[config.mk]
export PLATFORM = sky130hd
export DESIGN_NAME = can_fault_conf
export DESIGN_NICKNAME = d
export VERILOG_FILES = /design/src/rtl/can_fc_pkg.sv /design/src/rtl/can_fc_err_cnt.sv /design/src/rtl/can_fc_recovery.sv /design/src/rtl/can_fc_state.sv /design/src/rtl/can_fault_conf.sv
export SDC_FILE = /design/constraint.sdc
export NUM_CORES = 1
export LEC_CHECK = 0
export ABC_AREA = 1
export BUFFER_PORTS_ARGS = -buffer_cell sky130_fd_sc_hd__buf_2
export CELL_PAD_IN_SITES_DETAIL_PLACEMENT = 1
export CELL_PAD_IN_SITES_GLOBAL_PLACEMENT = 1
export CORE_ASPECT_RATIO = 1.75
export CORE_MARGIN = 2
export CORE_UTILIZATION = 42
export DETAILED_ROUTE_END_ITERATION = 12
export PLACE_DENSITY_LB_ADDON = 0.1
export SYNTH_ARGS = -nofsm -noshare
export SYNTH_HDL_FRONTEND = slang
export SYNTH_SLANG_ARGS = --single-unit
[constraint.sdc]
create_clock -name clk_i -period 2.25 [get_ports clk_i]
set_input_delay 0.225 -clock clk_i [delete_from_list [all_inputs] [get_ports clk_i]]
set_output_delay 0.225 -clock clk_i [all_outputs]
set_load 0.05 [all_outputs]
[src/rtl/can_fc_pkg.sv]
package can_fc_pkg;
  typedef enum logic [1:0] {
    FC_ACTIVE  = 2'd0,
    FC_PASSIVE = 2'd1,
    FC_BUS_OFF = 2'd2
  } fc_state_e;
endpackage

[src/rtl/can_fc_err_cnt.sv]
module can_fc_err_cnt #(
  parameter int unsigned W   = 8,
  parameter int unsigned INC = 1
) (
  input  logic         clk_i,
  input  logic         rst_ni,
  input  logic         freeze_i,
  input  logic         clear_i,
  input  logic         err_i,
  input  logic         ok_i,
  output logic [W-1:0] cnt_q_o,
  output logic [W-1:0] cnt_d_o
);
  localparam logic [W-1:0] MAX_V  = {W{1'b1}};
  localparam logic [W-1:0] INC_V  = W'(INC);
  localparam logic [W-1:0] HEAD_V = MAX_V - INC_V;

  logic [W-1:0] cnt_q, cnt_d;

  always_comb begin
    cnt_d = cnt_q;
    if (clear_i) begin
      cnt_d = '0;
    end else if (!freeze_i) begin
      if (err_i)
        cnt_d = (cnt_q > HEAD_V) ? MAX_V : cnt_q + INC_V;
      else if (ok_i && cnt_q != '0)
        cnt_d = cnt_q - 1'b1;
    end
  end

  always_ff @(posedge clk_i or negedge rst_ni) begin
    if (!rst_ni) cnt_q <= '0;
    else         cnt_q <= cnt_d;
  end

  assign cnt_q_o = cnt_q;
  assign cnt_d_o = cnt_d;

  p_cnt_hold_r7: assert property (@(posedge clk_i) disable iff (!rst_ni)
    (freeze_i && !clear_i) |=> $stable(cnt_q));
  p_cnt_nowrap_r3: assert property (@(posedge clk_i) disable iff (!rst_ni)
    (cnt_q == MAX_V && !clear_i) |=> cnt_q != '0);
  p_cnt_clear_r8: assert property (@(posedge clk_i) disable iff (!rst_ni)
    clear_i |=> cnt_q == '0);
endmodule

[src/rtl/can_fc_recovery.sv]
module can_fc_recovery #(
  parameter int unsigned RUN_BITS = 11,
  parameter int unsigned RUNS     = 128
) (
  input  logic clk_i,
  input  logic rst_ni,
  input  logic arm_i,
  input  logic bit_valid_i,
  input  logic bit_rec_i,
  output logic done_o
);
  localparam int BW = (RUN_BITS > 1) ? $clog2(RUN_BITS) : 1;
  localparam int RW = (RUNS > 1) ? $clog2(RUNS) : 1;
  localparam logic [BW-1:0] BIT_LAST = BW'(RUN_BITS - 1);
  localparam logic [RW-1:0] RUN_LAST = RW'(RUNS - 1);

  logic [BW-1:0] bit_cnt_q;
  logic [RW-1:0] run_cnt_q;
  logic          bit_last, run_last;

  assign bit_last = (bit_cnt_q == BIT_LAST);
  assign run_last = (run_cnt_q == RUN_LAST);
  assign done_o   = arm_i & bit_valid_i & bit_rec_i & bit_last & run_last;

  always_ff @(posedge clk_i or negedge rst_ni) begin
    if (!rst_ni) begin
      bit_cnt_q <= '0;
      run_cnt_q <= '0;
    end else if (!arm_i) begin
      bit_cnt_q <= '0;
      run_cnt_q <= '0;
    end else if (bit_valid_i) begin
      if (!bit_rec_i) begin
        bit_cnt_q <= '0;  // dominant bit restarts the run only
      end else if (bit_last) begin
        bit_cnt_q <= '0;
        run_cnt_q <= run_last ? '0 : run_cnt_q + 1'b1;
      end else begin
        bit_cnt_q <= bit_cnt_q + 1'b1;
      end
    end
  end

  p_dom_restart_r8: assert property (@(posedge clk_i) disable iff (!rst_ni)
    (arm_i && bit_valid_i && !bit_rec_i) |=> bit_cnt_q == '0);
  p_idle_hold_r8: assert property (@(posedge clk_i) disable iff (!rst_ni)
    (arm_i && !bit_valid_i) |=> ($stable(bit_cnt_q) && $stable(run_cnt_q)));
endmodule

[src/rtl/can_fc_state.sv]
module can_fc_state
  import can_fc_pkg::*;
#(
  parameter int unsigned TEC_W       = 9,
  parameter int unsigned REC_W       = 8,
  parameter int unsigned PASSIVE_LIM = 127,
  parameter int unsigned BOFF_LIM    = 255
) (
  input  logic             clk_i,
  input  logic             rst_ni,
  input  logic [TEC_W-1:0] tec_i,
  input  logic [REC_W-1:0] rec_i,
  input  logic [TEC_W-1:0] tec_d_i,
  input  logic [REC_W-1:0] rec_d_i,
  input  logic             recover_i,
  input  logic             irq_en_i,
  input  logic             irq_clr_i,
  output logic             passive_o,
  output logic             bus_off_o,
  output logic             irq_o
);
  localparam logic [TEC_W-1:0] TEC_PAS_V = TEC_W'(PASSIVE_LIM);
  localparam logic [REC_W-1:0] REC_PAS_V = REC_W'(PASSIVE_LIM);
  localparam logic [TEC_W-1:0] TEC_OFF_V = TEC_W'(BOFF_LIM);

  fc_state_e state_q, state_d;
  logic      passive_d, boff_d, flag_chg, irq_q, irq_d;

  always_comb begin
    state_d = state_q;
    if (state_q == FC_BUS_OFF) begin
      if (recover_i) state_d = FC_ACTIVE;
    end else if (tec_d_i > TEC_OFF_V) begin
      state_d = FC_BUS_OFF;
    end else if (tec_d_i > TEC_PAS_V || rec_d_i > REC_PAS_V) begin
      state_d = FC_PASSIVE;
    end else begin
      state_d = FC_ACTIVE;
    end
  end

  assign passive_d = (state_d == FC_PASSIVE);
  assign boff_d    = (state_d == FC_BUS_OFF);
  assign passive_o = (state_q == FC_PASSIVE);
  assign bus_off_o = (state_q == FC_BUS_OFF);
  assign flag_chg  = (passive_d != passive_o) || (boff_d != bus_off_o);

  always_comb begin
    irq_d = irq_q;
    if (flag_chg && irq_en_i) irq_d = 1'b1;
    else if (irq_clr_i)       irq_d = 1'b0;
  end

  always_ff @(posedge clk_i or negedge rst_ni) begin
    if (!rst_ni) begin
      state_q <= FC_ACTIVE;
      irq_q   <= 1'b0;
    end else begin
      state_q <= state_d;
      irq_q   <= irq_d;
    end
  end

  assign irq_o = irq_q;

  p_passive_thresh_r4: assert property (@(posedge clk_i) disable iff (!rst_ni)
    passive_o |-> (tec_i > TEC_PAS_V || rec_i > REC_PAS_V));
  p_active_thresh_r5: assert property (@(posedge clk_i) disable iff (!rst_ni)
    (!passive_o && !bus_off_o) |-> (tec_i <= TEC_PAS_V && rec_i <= REC_PAS_V));
  p_boff_thresh_r6: assert property (@(posedge clk_i) disable iff (!rst_ni)
    bus_off_o |-> (tec_i > TEC_OFF_V && !passive_o));
  p_boff_exit_r8: assert property (@(posedge clk_i) disable iff (!rst_ni)
    $fell(bus_off_o) |-> (tec_i == '0 && rec_i == '0));
  p_irq_sticky_r9: assert property (@(posedge clk_i) disable iff (!rst_ni)
    (irq_o && !irq_clr_i) |=> irq_o);
  p_irq_gate_r10: assert property (@(posedge clk_i) disable iff (!rst_ni)
    (!irq_o && !irq_en_i) |=> !irq_o);
endmodule

[src/rtl/can_fault_conf.sv]
module can_fault_conf #(
  parameter int unsigned TEC_W       = 9,
  parameter int unsigned REC_W       = 8,
  parameter int unsigned TX_STEP     = 8,
  parameter int unsigned RX_STEP     = 1,
  parameter int unsigned PASSIVE_LIM = 127,
  parameter int unsigned BOFF_LIM    = 255,
  parameter int unsigned RUN_BITS    = 11,
  parameter int unsigned RUNS_NEEDED = 128
) (
  input  logic             clk_i,
  input  logic             rst_ni,
  input  logic             tx_err_i,
  input  logic             tx_ok_i,
  input  logic             rx_err_i,
  input  logic             rx_ok_i,
  input  logic             bit_valid_i,
  input  logic             bit_rec_i,
  input  logic             irq_en_i,
  input  logic             irq_clr_i,
  output logic [TEC_W-1:0] tec_o,
  output logic [REC_W-1:0] rec_o,
  output logic             passive_o,
  output logic             bus_off_o,
  output logic             irq_o
);
  logic [TEC_W-1:0] tec_d;
  logic [REC_W-1:0] rec_d;
  logic             recover, boff;

  can_fc_err_cnt #(.W(TEC_W), .INC(TX_STEP)) u_tec (
    .clk_i, .rst_ni, .freeze_i(boff), .clear_i(recover),
    .err_i(tx_err_i), .ok_i(tx_ok_i), .cnt_q_o(tec_o), .cnt_d_o(tec_d)
  );

  can_fc_err_cnt #(.W(REC_W), .INC(RX_STEP)) u_rec (
    .clk_i, .rst_ni, .freeze_i(boff), .clear_i(recover),
    .err_i(rx_err_i), .ok_i(rx_ok_i), .cnt_q_o(rec_o), .cnt_d_o(rec_d)
  );

  can_fc_recovery #(.RUN_BITS(RUN_BITS), .RUNS(RUNS_NEEDED)) u_recov (
    .clk_i, .rst_ni, .arm_i(boff), .bit_valid_i, .bit_rec_i, .done_o(recover)
  );

  can_fc_state #(
    .TEC_W(TEC_W), .REC_W(REC_W), .PASSIVE_LIM(PASSIVE_LIM), .BOFF_LIM(BOFF_LIM)
  ) u_state (
    .clk_i, .rst_ni, .tec_i(tec_o), .rec_i(rec_o), .tec_d_i(tec_d), .rec_d_i(rec_d),
    .recover_i(recover), .irq_en_i, .irq_clr_i,
    .passive_o, .bus_off_o(boff), .irq_o
  );

  assign bus_off_o = boff;
endmodule

# After elaboration in Yosys (flattened, before gate mapping)
# Cells that the tools add are included.
[word_totals] ff_bits=31 latchBits=0 mem_bits_rw=0 romBits=0 out_inout_bits=20 elab_cells=66 n_memories=0
[op_classes] add_sub_neg=6 n_mul=0 n_div=0 n_lt_le_gt_ge=5 n_eq_ne=11 shifts=0 n_mux=25 bitwise_logic=4 n_reduce_logical=9
[op_table] op="$mux 9" count=5
[op_table] op="$mux 8" count=5
[op_table] op="$mux 7" count=5
[op_table] op="$mux 4" count=4
[op_table] op="$add 9x4->9 const B" count=1
[op_table] op="$gt 9x7->1 const B" count=1
[op_table] op="$gt 9x8->1 const B" count=1
[op_table] op="$gt 9x9->1 const B" count=1
[op_table] op="$reduce_bool 9->1" count=1
[op_table] op="$sub 9x1->9 const B" count=1
[op_table] op="$add 8x1->8 const B" count=1
[op_table] op="$gt 8x7->1 const B" count=1
[op_table] op="$gt 8x8->1 const B" count=1
[op_table] op="$reduce_bool 8->1" count=1
[op_table] op="$sub 8x1->8 const B" count=1
[op_table] op="$add 7x1->7 const B" count=1
[op_table] op="$eq 7x7->1 const B" count=1
[op_table] op="$mux 2" count=3
[op_table] op="$add 4x1->4 const B" count=1
[op_table] op="$and 1x1->1" count=4
[op_table] op="$eq 2x1->1 const B" count=2
[op_table] op="$eq 2x2->1 const B" count=2
[op_table] op="$eq 4x4->1 const B" count=1
[op_table] op="$ne 2x2->1 const B" count=2
[op_table] op="other kinds (7)" count=13

# Depth between registers and ports, before layout
# Gate-level depths: netlist of the first run.
[logic_depth] depth_word=16 ltp_mapped=18 depth_no_buf=18

# Cells and area by module
# From an unflattened synthesis of the first run, not the netlist that was laid out.
[unflattened] hier_cells=389 hier_area_um2=2748.9
[by_module_without_submodules] mod="can_fc_err_cnt at u_rec" instances=1 cells_per_inst=135 area_each_um2=948.4 seq_area_each_um2=200.2
[by_module_without_submodules] mod="can_fc_err_cnt at u_tec" instances=1 cells_per_inst=142 area_each_um2=929.6 seq_area_each_um2=225.2
[by_module_without_submodules] mod="can_fc_recovery" instances=1 cells_per_inst=87 area_each_um2=696.9 seq_area_each_um2=275.3
[by_module_without_submodules] mod="can_fc_state" instances=1 cells_per_inst=25 area_each_um2=173.9 seq_area_each_um2=75.1

# Worst setup path after synthesis of the first run
# No wires, ideal clock.
[synth_timing] path_type="register -> register" from="register u_tec.cnt_q[3] (netlist: u_tec.cnt_q_o[3])" to="register u_state.irq_q (netlist: u_state.irq_o)" setup_time_ns=0.118 arrival_ns=2.131 setup_slack_ns=0.002 stages_incl_launch_ff=16 period_less_slack_ns=2.248 path_cell_list="dfrtp_1 -> inv_1 -> ha_1 -> nand2_1 -> nor2_1 -> nor2_1 -> nor2_4 -> nor2_1 -> nor2_2 -> nand2_2 -> nand2_2 -> o21bai_4 -> nand2_2 -> nand3_2 -> nand2_1 -> nand2_1"
[synth_via] elab_chain_len=16 elab_cells_between_ends=24 classes_between="2 x add/sub; 3 x order compare; 4 x eq/ne; 9 x mux; 6 x reduce/logical"
[synth_rtl] element="from (decl)" line_no="can_fc_err_cnt.sv:18" text="logic [W-1:0] cnt_q, cnt_d;"
[synth_rtl] element="from (signal assigned)" line_no="can_fc_err_cnt.sv:34" text="else cnt_q <= cnt_d;"
[synth_rtl] element="branches (longest 4 deep; another with $sub 9x1->9)"
[synth_rtl] element="$mux 9 *" line_no="can_fc_err_cnt.sv:24" text="end else if (!freeze_i) begin"
[synth_rtl] element="$mux 9 *" line_no="can_fc_err_cnt.sv:22" text="if (clear_i) begin"
[synth_rtl] element="$gt 9x7->1" line_no="can_fc_state.sv:35" text="end else if (tec_d_i > TEC_PAS_V || rec_d_i > REC_PAS_V) begin"
[synth_rtl] element="$logic_or 1x1->1" line_no="can_fc_state.sv:35"
[synth_rtl] element="$mux 1" line_no="can_fc_state.sv:35"
[synth_rtl] element="$mux 2 *" line_no="can_fc_state.sv:33" text="end else if (tec_d_i > TEC_OFF_V) begin"
[synth_rtl] element="$mux 2 *" line_no="can_fc_state.sv:31" text="if (state_q == FC_BUS_OFF) begin"
[synth_rtl] element="$eq 2x1->1 / $eq 2x2->1 (equally long branches)" line_no="can_fc_state.sv:42, can_fc_state.sv:43"
[synth_rtl] element="$ne 1x1->1" line_no="can_fc_state.sv:46" text="assign flag_chg = (passive_d != passive_o) || (boff_d != bus_off_o);"
[synth_rtl] element="$logic_or 1x1->1 *" line_no="can_fc_state.sv:46"
[synth_rtl] element="$logic_and 1x1->1 *" line_no="can_fc_state.sv:50" text="if (flag_chg && irq_en_i) irq_d = 1'b1;"
[synth_rtl] element="$mux 1 / $reduce_bool 2->1 (equally long branches)"
[synth_rtl] element="to (signal assigned)" line_no="can_fc_state.sv:60" text="irq_q <= irq_d;"
[synth_rtl] element="to (decl)" line_no="can_fc_state.sv:27" text="logic passive_d, boff_d, flag_chg, irq_q, irq_d;"
# Mark *: on every way between the ends.
# A chain may end at the register's enable or synchronous reset.

# Final worst setup path of the first run
[layout_timing] from="register u_tec.cnt_q[1] (netlist: u_tec.cnt_q_o[1])" to="register u_state.irq_q (netlist: u_state.irq_o)"
[layout_via] elab_chain_len=16 elab_cells_between_ends=24 classes_between="2 x add/sub; 3 x order compare; 4 x eq/ne; 9 x mux; 6 x reduce/logical"
[layout_rtl] element="branches (longest 3 deep; another with $sub 9x1->9)"
[layout_rtl] element="$mux 9 *" line_no="can_fc_err_cnt.sv:25" text="if (err_i)"
[layout_rtl] element="$mux 9 *" line_no="can_fc_err_cnt.sv:24"
[layout_rtl] element="$mux 9 *" line_no="can_fc_err_cnt.sv:22"
[layout_rtl] element="named net tec_d[7]" line_no="can_fault_conf.sv:27" text="logic [TEC_W-1:0] tec_d;"
[layout_rtl] element="$gt 9x7->1" line_no="can_fc_state.sv:35"
[layout_rtl] element="$logic_or 1x1->1" line_no="can_fc_state.sv:35"
[layout_rtl] element="$mux 1" line_no="can_fc_state.sv:35"
[layout_rtl] element="$mux 2 *" line_no="can_fc_state.sv:33"
[layout_rtl] element="$mux 2 *" line_no="can_fc_state.sv:31"
[layout_rtl] element="$eq 2x1->1 / $eq 2x2->1 (equally long branches)" line_no="can_fc_state.sv:42, can_fc_state.sv:43"
[layout_rtl] element="$ne 1x1->1" line_no="can_fc_state.sv:46"
[layout_rtl] element="$logic_or 1x1->1 *" line_no="can_fc_state.sv:46"
[layout_rtl] element="$logic_and 1x1->1 *" line_no="can_fc_state.sv:50"
[layout_rtl] element="$mux 1 / $reduce_bool 2->1 (equally long branches)"
# Mark *: on every way through the listed nets, which the timed path passes.

==> qor_table.md, run 1 <==
| Item | Reported |
| --- | --- |
| Outcome | completed |
| Clock sink total | 31 |
| Final period demand of the worst path | 2.00 ns |
| Arrival time at the worst endpoint | 2.22 ns |
| Yosys warning count | 0 |
| Full die area | 6400 µm² |
| Final count of pins violating max slew | 0 |
| Sequential cell area | 777 µm² |
| Gate count after technology mapping | 328 |
| Placed wire-length estimate after detailed placement | 5560 µm |
| Cell-internal power | 0.000855 W |
| Crit path cell chain | inv_1 > ha_1 > inv_1 > nor2_1 > nand2_1 > nor2_4 > nor2_4 > nand3_1 > nand2_1 > nand3_1 > nand2_1 > nand2_2 > o21bai_4 > nand2_2 > nand3_2 > nand2_1 > nand2_1 |
| Number of remaining DRC errors | 0 |
| Number of antenna violations at the first check in global routing | 0 |
| Area of the core region | 5540 µm² |
| Width of the die | 61.3 µm |
| Clock tree from TritonCTS | built |
| Cts bufs inserted | 5 |
| Insertion delay to the later sink of the worst-skew pair | 0.28 ns |
| Power dissipated by switching net loads | 0.000315 W |
| Clk slew on worst S/H paths | 0.07 ns |
| Synthesized area | 2410 µm² |
| Count of routing violations after the opening detailed-route iteration | 65 |
| Routability congestion estimate | 0.824 |
| Root buffer cell | sky130_fd_sc_hd__clkbuf_8 |
| Distinct cell type count of the synthesized netlist | 39 |
| Syn_area_per_cell | 7.36 µm² |
| Setup_tns | 0 ns |
| Growth of design area from synthesis to finish | 14.2% |
| Relative contribution of combinational cells to total power | 11.5% |
| Predominant post-synthesis flop cell | sky130_fd_sc_hd__dfrtp_1 |
| Post-route ant nets | 0 |
| Die height | 104 µm |
| Sequential power share | 50.0% |
| Share of layout cells above drive strength 1 | 21.8% |
| Number of H-tree levels | 2 |
| Setup crit start kind | flip-flop |
| Path category of the worst min-delay check | input pin to asynchronous set/reset pin |
| Max Clock Freq | 0.500 GHz |
| Final setup fails | 0 |
| Critical path's largest stage delay | 0.44 ns |
| Area used by multi-input combinational logic | 1400 µm² |
| Worst voltage drop across the vdd grid | 0.295 mV |
| Fillers | 754 |
| Capturing element type of the critical path | flip-flop |
| Power density normalized to cell area | 424 nW/µm² |
| Net count after synthesis | 351 |
| Worst-case setup margin in the final layout | 0.252 ns |
| Count of flip-flops with a built-in enable after synthesis | 0 |
| Vias per cell | 5.38 |
| Slew @ Worst Pin | 0.744 ns |
| Critical path's most frequent cell | sky130_fd_sc_hd__nand2_1 |
| Net count reported at finish | 390 |
| Leakage | 1.39 nW |
| Number of diodes added for antenna fixing | 0 |
| Starting Density | 43.6% |
| Share of flip-flops with an asynchronous set or reset | 100% |
| Overall via count from detail_route | 2385 |
| Vias in the first global route | 2620 |
| Cell row count | 36 |
| Worst-path cell with the longest stage delay | sky130_fd_sc_hd__dfrtp_1 |
| Iteration count of the initial detailed-routing pass | 4 |
| Max-cap check violation count | 0 |
| Final Cycle Share | 88.8% |
| RSZ-0062 raised after global routing | no |
| Pin count of the biggest net entering global routing | 32 |
| Clock network fraction of design power | 38.5% |
| Worst path required time | 2.47 ns |
| Power Total | 0.00117 W |
| Top-Level Pins | 30 |
| Final clock skew | 0.00646 ns |
| Maximum fanout count along the critical path | 8 |
| WL per Instance | 15.8 µm |
| Sw Share | 26.9% |
| Part of the Yosys area used for sequential elements | 32.1% |
| All-Layer GR Usage | 25.0% |
| Total wire length after detailed routing | 7000 µm |
| Post-synthesis register bit count | 31 |
| Global-route wire length before repair | 12100 µm |
| Max transition margin | 50.4% |
| GRT overflow | 0 |
| Crit Path Category | flip-flop to flip-flop |
| Final-report hold violation count | 0 |
| Number of port buffers | 29 |
| DP Worst Slack | 0.193 ns |
| Maximum count of clock buffers along a single path | 2 |
==> logic make-up (layout without fill, tap and decap cells) <==
family                     Yosys count  in the layout  synth area share [%]
xor gates and xnor gates             7              7                  2.54
DFF                                 31             31                  32.1
buffers and inverters               55             94                  9.90
and+or+nand+nor                    158            158                  32.5
adders and majority gates           13             13                  6.74
AOI/OAI and AO/OA                   64             64                  16.2
==> worst max-delay path, delay by kind of cell, from the launching register on <==
family	cells	cell delay, ns
AOI/OAI and AO/OA	1	0.13
adders and majority gates	1	0.18
buffers and inverters	2	0.14
DFF	1	0.44
and+or+nand+nor	13	1.05
==> Yosys cell counts, types with 6 or more instances <==
cell | instances | area [µm²]
sky130_fd_sc_hd__ha_1 | 13 | 163
sky130_fd_sc_hd__xor2_1 | 6 | 52.6
sky130_fd_sc_hd__o22ai_1 | 10 | 62.6
sky130_fd_sc_hd__inv_1 | 45 | 169
sky130_fd_sc_hd__nor2_1 | 26 | 97.6
sky130_fd_sc_hd__dfrtp_1 | 31 | 776
sky130_fd_sc_hd__o21ai_0 | 23 | 115
sky130_fd_sc_hd__nor3_1 | 8 | 40.0
sky130_fd_sc_hd__nand2_1 | 60 | 225
sky130_fd_sc_hd__nand3_1 | 29 | 145
sky130_fd_sc_hd__nand2_2 | 10 | 62.6
sky130_fd_sc_hd__nor2_2 | 7 | 43.8
sky130_fd_sc_hd__a21oi_1 | 17 | 85.1
==> final timing paths <==
check                                                  from                               end  slack, ns  depth (start not counted)
setup / recovery                 u_tec.cnt_q_o[1]$_DFF_PN0_         u_state.irq_o$_DFFE_PN0P_       0.25                         17
hold / removal                                       rst_ni        u_tec.cnt_q_o[4]$_DFF_PN0_      0.001                          1
setup reg to reg                 u_tec.cnt_q_o[1]$_DFF_PN0_         u_state.irq_o$_DFFE_PN0P_       0.25                         17
hold reg to reg            u_recov.run_cnt_q[1]$_DFFE_PN0P_  u_recov.run_cnt_q[1]$_DFFE_PN0P_       0.51                          2
max in group asynchronous                            rst_ni        u_tec.cnt_q_o[0]$_DFF_PN0_       1.73                          1
min in group clk_i                                 irq_en_i         u_state.irq_o$_DFFE_PN0P_       0.15                          3
==> flip-flops by register name (all words and copies together), names as in the netlist <==
signal             flops
u_tec.cnt_q_o          9
u_recov.bit_cnt_q      4
u_recov.run_cnt_q      7
u_state.state_q        2
u_rec.cnt_q_o          8
u_state.irq_o          1
==> layout by cell type (no fill, tap or decap), drive strengths merged <==
cell,Yosys,routed
nand3,32,32
a41oi,1,1
o31ai,2,2
a21boi,1,1
xnor2,1,1
a31oi,2,2
a221oi,1,1
clkinv,0,1
o22ai,10,10
dfrtp,31,31
o21ai,24,24
nand4,5,5
and3,2,2
a211oi,3,3
ha,13,13
nor3,10,10
nand2,70,70
clkbuf,3,6
o221ai,1,1
inv,49,49
xor2,6,6
nor2,38,38
o21bai,1,1
a21oi,18,18
nor3b,1,1
buf,3,38
==> power groups by stage <==
stage	clock network [W]	registers [W]	logic, W
2_1_floorplan	0	0.000604	0.0000735
3_3_place_gp	0	0.000595	0.000133
3_5_place_dp	0	0.000595	0.000137
4_1_cts	0.000477	0.000584	0.000137
5_1_grt	0.000497	0.000586	0.000155
6_report	0.000450	0.000585	0.000135
==> area by class of cell <==
type	instances	share of cell area [%]
tap	76	3.45
sequential	31	28.2
multi-input combinational	242	50.7
timing repair buffer	38	7.71
inverter	49	6.76
clock inverter	1	0.181
clock buffer	6	2.99
==> routing by layer <==
metal	global-route usage [%]	wire, µm
met5	0	0
met2	46.1	4040
met4	14.3	308
met1	24.4	2470
met3	2.99	179
==> through the flow <==
stage / hold slack [ns] / cells / area [µm²] / util, %
6_report: 0.00105 / 443 / 2760 / 49.8
4_1_cts: 0.0185 / 443 / 2760 / 49.8
3_3_place_gp: 0.334 / 436 / 2670 / 48.2
2_1_floorplan: -0.0706 / 328 / 2410 / -
5_1_grt: 0.0540 / 443 / 2760 / 49.8
3_5_place_dp: 0.337 / 436 / 2670 / 48.2
==> repair_timing <==
action / in CTS / in global routing
hold buffers: 0 / 0
setup endpoints to repair: 0 / 1
gates resized for setup: 0 / 2
buffers inserted: 0 / 0
No activity file was read; power rests on OpenSTA's default activity.
==> run 2, diff against run 1 <==
REMOVE_ABC_BUFFERS = 1   (was not set)
==> run 2 against run 1 <==
Effect of this change: largest power group unchanged; cell count increased by 0.68%; core utilization increased by 0.43 points; register-to-register slack about the same; combinational power about the same; fmax decreased by 0.55%; first-iteration DRC count decreased by 26%; sequential share of layout area decreased by 0.20 points; clock power increased by 4%; global-route usage decreased by 0.20 points; critical endpoint unchanged; setup slack got worse by 0.011 ns; clock-buffer cell count unchanged.
==> qor_table.md, run 2 (synthesis results as in run 1) <==
| Item | Reported | Delta |
| --- | --- | --- |
| Worst voltage drop across the vdd grid | 0.265 mV | -10% |
| Outcome | completed |  |
| Pin count of the biggest net entering global routing | 32 | unchanged |
| Start of the worst register-to-register path | u_rec.cnt_q_o[3]$_DFF_PN0_ |  |
| Final clock skew | 0.00469 ns | -0.00177 ns |
| Growth of design area from synthesis to finish | 15.2% |  |
| Count of routing violations after the opening detailed-route iteration | 48 | -26% |
| Total wire length after detailed routing | 7060 µm | +0.93% |
| Cell-internal power | 0.000858 W | +0.31% |
| Post-Place Cell Area | 2670 µm² | unchanged |
| Power density normalized to cell area | 428 nW/µm² | +0.99% |
| Clk slew on worst S/H paths | 0.07 ns | about the same |
| Count of hold buffers inserted by post-cts repair | 0 | unchanged |
| Number of antenna violations at the first check in global routing | 0 | unchanged |
| Number of port buffers | 29 | unchanged |
| Min Hold Slack | 0.00182 ns | +0.000770 ns |
| Iteration count of the initial detailed-routing pass | 3 | -1 |
| WL per Instance | 15.8 µm | +0.25% |
| Leading cell types in the layout, fill and taps excluded | 60 x sky130_fd_sc_hd__nand2_1, 45 x sky130_fd_sc_hd__inv_1, 29 x sky130_fd_sc_hd__nand3_1, 29 x sky130_fd_sc_hd__buf_2, 29 x sky130_fd_sc_hd__dfrtp_1 |  |
| Sw Share | 28.0% | +1.1 points |
| Top-Level Pins | 30 | unchanged |
| Critical path's largest stage delay | 0.51 ns | +0.07 ns |
| Final count of pins violating max slew | 0 | unchanged |
| Crit path cell chain | inv_1 > nand2_1 > nor2_1 > nand3_1 > nand2_1 > nand2_1 > nand2_1 > nand2_1 > nand2_1 > nand2_2 > inv_1 > nand2_1 > nand3_1 > nand3_2 > nand2_1 > nand2_1 |  |
| Final Cycle Share | 89.3% | +0.49 points |
| Clock network fraction of design power | 39.4% | +0.9 points |
| Clock tree from TritonCTS | built |  |
| Net count reported at finish | 393 | +0.77% |
| Critical path's most frequent cell | sky130_fd_sc_hd__nand2_1 |  |
| Maximum count of clock buffers along a single path | 2 | unchanged |
| Flip-flop count of the largest register, all copies and words added | 9 | unchanged |
| Area of all placed cells without fillers | 2780 µm² | +0.86% |
| Path category of the worst min-delay check | input pin to asynchronous set/reset pin |  |
| Worst path required time | 2.44 ns | -0.03 ns |
| Capturing element type of the critical path | flip-flop |  |
| Vias per cell | 5.36 | -0.38% |
| Final setup fails | 0 | unchanged |
| Sequential power share | 49.1% | -0.9 points |
| Starting Density | 43.6% | unchanged |
| All-Layer GR Usage | 24.8% | -0.20 points |
| Final period demand of the worst path | 2.01 ns | +0.0110 ns |
| Dominant delay contributor by cell family on the critical path | simple AND/OR/NAND/NOR gates |  |
| Area of the core region | 5540 µm² | unchanged |
| Arrival time at the worst endpoint | 2.20 ns | -0.02 ns |
| Root buffer cell | sky130_fd_sc_hd__clkbuf_8 |  |
| Cts bufs inserted | 5 | unchanged |
| Routability congestion estimate | 0.851 | +3.3% |
| Number of diodes added for antenna fixing | 0 | unchanged |
| Global-route wire length before repair | 11900 µm | -1.0% |
| Cell row count | 36 | unchanged |
| Slew @ Worst Pin | 0.776 ns | +0.0316 ns |
| Insertion delay to the later sink of the worst-skew pair | 0.29 ns | about the same |
| Placed wire-length estimate after detailed placement | 5550 µm | about the same |
| Crit Path Category | flip-flop to flip-flop |  |
| CP Depth | 16 | -1 |
| Leakage | 1.41 nW | +1.1% |
| Most common cell after layout, fill and taps aside | sky130_fd_sc_hd__nand2_1 |  |
| Post-route ant nets | 0 | unchanged |
| Full die area | 6400 µm² | unchanged |
| Vias in the first global route | 2580 | -1.5% |
| Overall via count from detail_route | 2392 | +0.29% |
| DP Worst Slack | 0.143 ns | -0.0496 ns |
| Final-report hold violation count | 0 | unchanged |
| Power dissipated by switching net loads | 0.000334 W | +6.0% |
| Number of remaining DRC errors | 0 | unchanged |
| Maximum fanout count along the critical path | 9 | +1 |
| GRT overflow | 0 | unchanged |
| Number of H-tree levels | 2 | unchanged |
| Worst-case setup margin in the final layout | 0.241 ns | -0.0110 ns |
| Max Clock Freq | 0.498 GHz | -0.55% |
| Relative contribution of combinational cells to total power | 11.5% | about the same |
| Setup_tns | 0 ns | unchanged |
| Buffer and inverter count on the worst path | 2 | unchanged |
| Max transition margin | 48.3% | -2.1 points |
| Width of the die | 61.3 µm | unchanged |
| Max-cap check violation count | 0 | unchanged |
| Clock sink total | 31 | unchanged |
| Worst-path cell with the longest stage delay | sky130_fd_sc_hd__dfrtp_1 |  |
| Reg2reg setup slack | 0.24 ns | about the same |
| Worst reg2reg path endpoint | u_state.irq_o$_DFFE_PN0P_ |  |
| Setup crit start kind | flip-flop |  |
| Share of layout cells above drive strength 1 | 22.7% | +0.90 points |
| Depth of the most critical reg-to-reg path | 16 | -1 |
| Die height | 104 µm | unchanged |
-- run 2: cell count changes in the layout (fill, tap and decap cells not counted), sizes merged --
cell | previous run | this run
buf | 38 | 41
-- run 2: final cells by class --
class	instances	area, µm²
multi-input combinational	242	1400
fill	760	2760
clock inverter	1	5.00
timing repair buffer	41	235
clock buffer	6	82.6
tap	76	95.1
inverter	49	186
sequential	31	778
-- run 2: power groups by stage --
stage	sequential [W]	clock, W	combinational, W
3_5_place_dp	0.000596	0	0.000136
4_1_cts	0.000585	0.000482	0.000136
6_report	0.000585	0.000469	0.000137
2_1_floorplan	0.000604	0	0.0000722
5_1_grt	0.000587	0.000505	0.000159
3_3_place_gp	0.000596	0	0.000132
-- run 2: worst max path at each step --
stage,startpoint,endpoint,slack [ns]
6_report,u_rec.cnt_q_o[3]$_DFF_PN0_,u_state.irq_o$_DFFE_PN0P_,0.24
3_5_place_dp,u_tec.cnt_q_o[4]$_DFF_PN0_,u_state.irq_o$_DFFE_PN0P_,0.14
2_1_floorplan,u_tec.cnt_q_o[3]$_DFF_PN0_,u_state.irq_o$_DFFE_PN0P_,-0.03
5_1_grt,u_tec.cnt_q_o[1]$_DFF_PN0_,u_state.irq_o$_DFFE_PN0P_,-0.01
3_3_place_gp,u_tec.cnt_q_o[4]$_DFF_PN0_,u_state.irq_o$_DFFE_PN0P_,0.20
4_1_cts,u_tec.cnt_q_o[4]$_DFF_PN0_,u_state.irq_o$_DFFE_PN0P_,0.11
-- run 2: through the flow --
step / power [W] / util (%) / instances
3_5_place_dp: 0.000732 / 48.2 / 436
5_1_grt: 0.00125 / 50.2 / 446
3_3_place_gp: 0.000728 / 48.2 / 436
4_1_cts: 0.00120 / 49.8 / 443
6_report: 0.00119 / 50.2 / 446
2_1_floorplan: 0.000677 / - / 322
-- run 2: metal layers --
metal	share of wire (%)	wire [µm]	track usage (%)	up-vias
li1	-	-	-	1167
met1	37	2590	24.4	1167
met2	57	4040	46.3	39
met3	2.3	159	3.86	19
met4	3.9	272	11.6	0
met5	0	0	0	-
-- run 2: what timing repair did --
item / CTS / global route
setup endpoints to repair: 0 / 2
gates resized for setup: 0 / 3
buffers inserted: 0 / 3
-- run 2: worst register-to-register path, cell delays in order (launching register included) --
cell and delay, ns:
sky130_fd_sc_hd__dfrtp_1 0.51, sky130_fd_sc_hd__inv_1 0.21, sky130_fd_sc_hd__nand2_1 0.11, sky130_fd_sc_hd__nor2_1 0.18
sky130_fd_sc_hd__nand3_1 0.11, sky130_fd_sc_hd__nand2_1 0.08, sky130_fd_sc_hd__nand2_1 0.04, sky130_fd_sc_hd__nand2_1 0.06
sky130_fd_sc_hd__nand2_1 0.05, sky130_fd_sc_hd__nand2_1 0.08, sky130_fd_sc_hd__nand2_2 0.08, sky130_fd_sc_hd__inv_1 0.06
sky130_fd_sc_hd__nand2_1 0.05, sky130_fd_sc_hd__nand3_1 0.08, sky130_fd_sc_hd__nand3_2 0.09, sky130_fd_sc_hd__nand2_1 0.06
sky130_fd_sc_hd__nand2_1 0.05
